`config.mk`:
```
export PLATFORM = sky130hd
export DESIGN_NAME = intsrc_status
export DESIGN_NICKNAME = d
export VERILOG_FILES = /design/src/rtl/isd_pkg.sv /design/src/rtl/isd_rst_sync.sv /design/src/rtl/isd_flag_bank.sv /design/src/rtl/isd_req_bank.sv /design/src/rtl/isd_regif.sv /design/src/rtl/intsrc_status.sv
export SDC_FILE = /design/constraint.sdc
export NUM_CORES = 1
export LEC_CHECK = 0
export BUFFER_PORTS_ARGS = -buffer_cell sky130_fd_sc_hd__buf_2
export CAP_MARGIN = 20
export CORE_MARGIN = 5
export CORE_UTILIZATION = 45
export DETAILED_ROUTE_END_ITERATION = 10
export PLACE_DENSITY = 0.79
export SYNTH_ARGS = -nofsm -noshare
export SYNTH_HDL_FRONTEND = slang
export SYNTH_SLANG_ARGS = --single-unit
```
`constraint.sdc`:
```
create_clock -name clk -period 2.4 [get_ports clk]
set_clock_uncertainty 0.05 [all_clocks]
set_input_delay 0.36 -clock clk [delete_from_list [all_inputs] [get_ports clk]]
set_output_delay 0.36 -clock clk [all_outputs]
set_load 0.05 [all_outputs]
```
`src/rtl/isd_pkg.sv`:
```
package isd_pkg;
  localparam int ISD_NUM_SRC = 4;
  localparam int ISD_DATA_W  = 8;

  typedef enum logic {
    ISD_ADDR_ENABLE = 1'b0,
    ISD_ADDR_FLAG   = 1'b1
  } isd_addr_e;

  typedef enum int {
    ISD_SRC_KEYWAKE  = 0,
    ISD_SRC_BUSCOLL  = 1,
    ISD_SRC_CONVDONE = 2,
    ISD_SRC_TIMER    = 3
  } isd_src_e;
endpackage

```
`src/rtl/isd_rst_sync.sv`:
```
module isd_rst_sync #(
  parameter int STAGES = 2
) (
  input  logic clk,
  input  logic rst_n,
  output logic rst_sync_n
);
  logic [STAGES-1:0] sync_q;
  logic [STAGES-1:0] sync_d;

  always_comb begin
    sync_d = {sync_q[STAGES-2:0], 1'b1};
  end

  always_ff @(posedge clk or negedge rst_n) begin
    if (!rst_n) sync_q <= '0;
    else        sync_q <= sync_d;
  end

  assign rst_sync_n = sync_q[STAGES-1];
endmodule

```
`src/rtl/isd_flag_bank.sv`:
```
module isd_flag_bank #(
  parameter int N = 4
) (
  input  logic         clk,
  input  logic         rst_n,
  input  logic [N-1:0] src_event,
  input  logic         clr_wr,
  input  logic [N-1:0] clr_keep,
  output logic [N-1:0] flag_q
);
  logic [N-1:0] flag_d;
  logic [N-1:0] flag_en;

  for (genvar i = 0; i < N; i++) begin : g_flag
    always_comb begin
      flag_en[i] = src_event[i] | (clr_wr & ~clr_keep[i]);
      // An event outranks a same-cycle clearing write
      flag_d[i]  = src_event[i];
    end

    always_ff @(posedge clk or negedge rst_n) begin
      if (!rst_n)          flag_q[i] <= 1'b0;
      else if (flag_en[i]) flag_q[i] <= flag_d[i];
    end
  end
endmodule

```
`src/rtl/isd_req_bank.sv`:
```
module isd_req_bank #(
  parameter int N = 4
) (
  input  logic         clk,
  input  logic         rst_n,
  input  logic [N-1:0] src_event,
  input  logic [N-1:0] valid,
  input  logic [N-1:0] ack,
  output logic [N-1:0] req_q
);
  logic [N-1:0] req_d;
  logic [N-1:0] req_en;
  logic [N-1:0] req_set;

  for (genvar i = 0; i < N; i++) begin : g_req
    always_comb begin
      req_set[i] = src_event[i] & valid[i];
      req_en[i]  = req_set[i] | ack[i];
      // A gated event outranks a same-cycle acknowledge
      req_d[i]   = req_set[i];
    end

    always_ff @(posedge clk or negedge rst_n) begin
      if (!rst_n)         req_q[i] <= 1'b0;
      else if (req_en[i]) req_q[i] <= req_d[i];
    end
  end
endmodule

```
`src/rtl/isd_regif.sv`:
```
module isd_regif
  import isd_pkg::*;
#(
  parameter int N = 4,
  parameter int W = 8
) (
  input  logic         clk,
  input  logic         rst_n,
  input  logic         reg_wr,
  input  logic         reg_addr,
  input  logic [W-1:0] reg_wdata,
  input  logic [N-1:0] flag_q,
  output logic [N-1:0] valid_q,
  output logic         flag_wr,
  output logic [N-1:0] flag_keep,
  output logic [W-1:0] reg_rdata
);
  localparam int PAD_W = W - N;

  logic         valid_en;
  logic [N-1:0] valid_d;
  logic         unused_wdata_hi;

  always_comb begin
    valid_en  = reg_wr && (reg_addr == ISD_ADDR_ENABLE);
    valid_d   = reg_wdata[N-1:0];
    flag_wr   = reg_wr && (reg_addr == ISD_ADDR_FLAG);
    flag_keep = reg_wdata[N-1:0];
  end

  assign unused_wdata_hi = ^reg_wdata[W-1:N];

  always_ff @(posedge clk or negedge rst_n) begin
    if (!rst_n)        valid_q <= '0;
    else if (valid_en) valid_q <= valid_d;
  end

  always_comb begin
    if (reg_addr == ISD_ADDR_FLAG) reg_rdata = {{PAD_W{1'b0}}, flag_q};
    else                           reg_rdata = {{PAD_W{1'b0}}, valid_q};
  end
endmodule

```
`src/rtl/intsrc_status.sv`:
```
module intsrc_status
  import isd_pkg::*;
#(
  parameter int NUM_SRC = ISD_NUM_SRC,
  parameter int DATA_W  = ISD_DATA_W
) (
  input  logic              clk,
  input  logic              rst_n,
  input  logic              reg_wr,
  input  logic              reg_addr,
  input  logic [DATA_W-1:0] reg_wdata,
  output logic [DATA_W-1:0] reg_rdata,
  input  logic [NUM_SRC-1:0] src_event,
  input  logic [NUM_SRC-1:0] req_ack,
  output logic [NUM_SRC-1:0] irq_req
);
  logic               rst_sync_n;
  logic [NUM_SRC-1:0] flag_q;
  logic [NUM_SRC-1:0] valid_q;
  logic               flag_wr;
  logic [NUM_SRC-1:0] flag_keep;

  isd_rst_sync #(.STAGES(2)) u_rst_sync (
    .clk        (clk),
    .rst_n      (rst_n),
    .rst_sync_n (rst_sync_n)
  );

  isd_regif #(.N(NUM_SRC), .W(DATA_W)) u_regif (
    .clk       (clk),
    .rst_n     (rst_sync_n),
    .reg_wr    (reg_wr),
    .reg_addr  (reg_addr),
    .reg_wdata (reg_wdata),
    .flag_q    (flag_q),
    .valid_q   (valid_q),
    .flag_wr   (flag_wr),
    .flag_keep (flag_keep),
    .reg_rdata (reg_rdata)
  );

  isd_flag_bank #(.N(NUM_SRC)) u_flags (
    .clk       (clk),
    .rst_n     (rst_sync_n),
    .src_event (src_event),
    .clr_wr    (flag_wr),
    .clr_keep  (flag_keep),
    .flag_q    (flag_q)
  );

  isd_req_bank #(.N(NUM_SRC)) u_reqs (
    .clk       (clk),
    .rst_n     (rst_sync_n),
    .src_event (src_event),
    .valid     (valid_q),
    .ack       (req_ack),
    .req_q     (irq_req)
  );
endmodule

```
==> impl_metrics.yaml <==
placed_design:
  place_congestion: 0.6569
  dpl.hpwl_microns: 900.5
  io_buffers: 23
  dpl_cell_area_sq_um: 726.9
routing:
  ant_nets: 0
  wirelength_microns: 1161
  vias: 472
  wl_per_cell_microns: 12.22
  drc_errors: 0
  dr.pass1.iters: 3
  drtIter0Drc: 4
  vias_per_cell: 4.968
finish:
  ff_latch_area_sq_um: 350.3
  final_cell_mix: "buf_2 (23), dfrtp_1 (14), nor2_1 (8)"
  drive_above_1_share_pct: 45.00
  multiInputGateArea_sq_um: 227.7
  final_common_cell: "buf_2"
  final_nets: 101
  syn_to_final_growth_pct: 24.10
  antennaDiodeCount: 0
  final_area_sq_um: 773.2
  nFillCells: 115
clock_network:
  root_buffer: "clkbuf_4"
  hold_buffers: 1
  cts_tree: "built"
  clkSlewWorstSetupHoldPaths_ps: 90
  clockBufferDepth: 2
  cts-resized-gates: 0
  clock_latency_ps: 270
  cts_setup_buffers: 0
  htree_levels: 1
  cts_made_buffers: 3
  cts_sinks: 14
synth:
  synth_compound_gate_area_share_pct: 7.229
  synth_top_family_by_area: "multiplexers"
  synthAdderAreaFrac_pct: 0
  yosys.cell_types.count: 12
  ys.warnings.count: 0
  avgSynthCellArea_sq_um: 11.54
  yosysSeqAreaShare_pct: 56.22
  syn_inst: 54
  synth.cell_area_sq_um: 623.1
  yosys.area_share.simple_pct: 9.438
  synth.area.mux_share_pct: 16.87
  synth_seq_cells: 14
  synth-xor-area-share_pct: 0
floorplanning:
  die_w_microns: 47.21
  rows: 13
  io_pins: 32
  fp.dieH_microns: 47.21
  die_area_sq_um: 2229
  core_area_sq_um: 1301
  start_util_pct: 47.88
pwr:
  power.leakage_nw: 0.3954
  vdd_drop_max_v: 0.0003559
  swShare_pct: 33.84
  p_sw_w: 0.0002076
  p_per_area_nw_per_um2: 793.4
  combPwrFrac_pct: 26.9
  clkPwrFrac_pct: 27.5
  power_frac_seq_pct: 45.6
  internal_power_w: 0.0004059
setup_path:
  crit_chain: "mux2_2 -> buf_2"
  cp_slowest_cell: "dfrtp_1"
  critPathLaunchType: "flop"
  critPathArrivalTime_ps: 1160
  cp.required_ps: 1990
  path_max_fanout: 3
  cp-end-kind: "output pin"
  r2r_cells: 1
  worst-setup-path-type: "flop to output pin"
  cpPeakStageDelay_ps: 410
timing:
  rsz0062_at_grt: "false"
  setup_viol: 0
  min_period_ps: 1566
  hold_violations: 0
  maxSlewViolCount: 0
  fmax_mhz: 638.6
  tns_ps: 0
  finalCritPeriodShare_pct: 65.25
global_route:
  grt_max_degree: 13
  grt.total_usage_pct: 12.58
  grt.overflow.total: 0
  antenna_found_initial: 0
  grt_pass1_vias: 500
  grt_pass1_wl_microns: 1890
job:
  maxCapViolations: 0
status:
  run_status: "finished clean"
min_path:
  min_path_type: "flop to asynchronous set/reset pin"
[metal layers]
metal | global-route usage (%) | vias up | share of wire [%]
met2 | 23.31 | 13 | 59
li1 | - | 222 | -
met1 | 12.35 | 235 | 36
met4 | 8.287 | 0 | 0.34
met5 | 0 | - | 0
met3 | 2.682 | 2 | 5.0
[power groups by stage]
stage / sequential (W) / clock (W) / combinational [W]
5_1_grt: 0.000284 / 0.000183 / 0.000175
3_5_place_dp: 0.000285 / 0 / 0.000165
4_1_cts: 0.000281 / 0.000173 / 0.000167
3_3_place_gp: 0.000283 / 0 / 0.000163
2_1_floorplan: 0.000317 / 0 / 0.0000961
6_report: 0.000280 / 0.000169 / 0.000165
[area by class of cell]
| class | count | area share, % |
|---|---|---|
| clock buffer | 4 | 4.693 |
| inverter | 4 | 1.942 |
| multi-input combinational | 34 | 29.45 |
| sequential | 14 | 45.31 |
| tap | 15 | 2.427 |
| timing repair buffer | 24 | 16.18 |
[Yosys cell counts, drive strengths merged]
master | count | area share (%)
a31oi | 4 | 4.0
buf | 5 | 6.6
conb | 2 | 1.2
dfrtp | 14 | 56
inv | 4 | 2.4
mux2 | 8 | 17
nand2 | 4 | 2.4
nand2b | 1 | 2.2
nor2 | 8 | 4.8
o21ai | 4 | 3.2
[per-stage QoR]
stage               total power, W  utilization [%]  setup slack (ps)  hold WS, ps  instances
finish                   0.0006135            59.42             834.0        140.8         95
global route             0.0006421            59.42             791.9        191.4         95
CTS                      0.0006199            59.42             818.5        163.0         95
detailed placement       0.0004500            55.87             866.3        97.31         90
global placement         0.0004462            55.87             881.8        95.15         90
floorplan                0.0004136                -              1075        14.41         57
[state kept, by name (all words and copies together), names as in the netlist]
| name | flops |
|---|---|
| u_flags.flag_q | 4 |
| u_reqs.req_q | 4 |
| u_rst_sync.sync_q | 2 |
| u_regif.valid_q | 4 |
[kinds of logic (layout without fill, tap and decap cells)]
kind of cell | count (synthesis) | count (layout)
other | 2 | 5
AO/OA/AOI/OAI | 8 | 8
AND/OR/NAND/NOR | 13 | 13
flip-flops | 14 | 14
multiplexers | 8 | 8
buffers and inverters | 9 | 32
[critical path, delay by kind of cell (launching register included)]
kind,cells,cell delay (ps)
flip-flops,1,410
multiplexers,1,260
buffers and inverters,1,210
[worst paths after layout]
path	endpoint	slack [ps]	start
max in group asynchronous	u_reqs.req_q[3]	1830	u_rst_sync.sync_q[1]
worst max-delay path	reg_rdata[1]	830	u_regif.valid_q[1]
worst min register to register	u_flags.flag_q[2]	140	u_rst_sync.sync_q[1]
worst min-delay path	u_flags.flag_q[2]	140	u_rst_sync.sync_q[1]
worst max register to register	u_regif.valid_q[0]	1580	u_regif.valid_q[0]
min in group clk	u_reqs.req_q[2]	210	req_ack[2]
No activity file was read; power rests on OpenSTA's default activity.
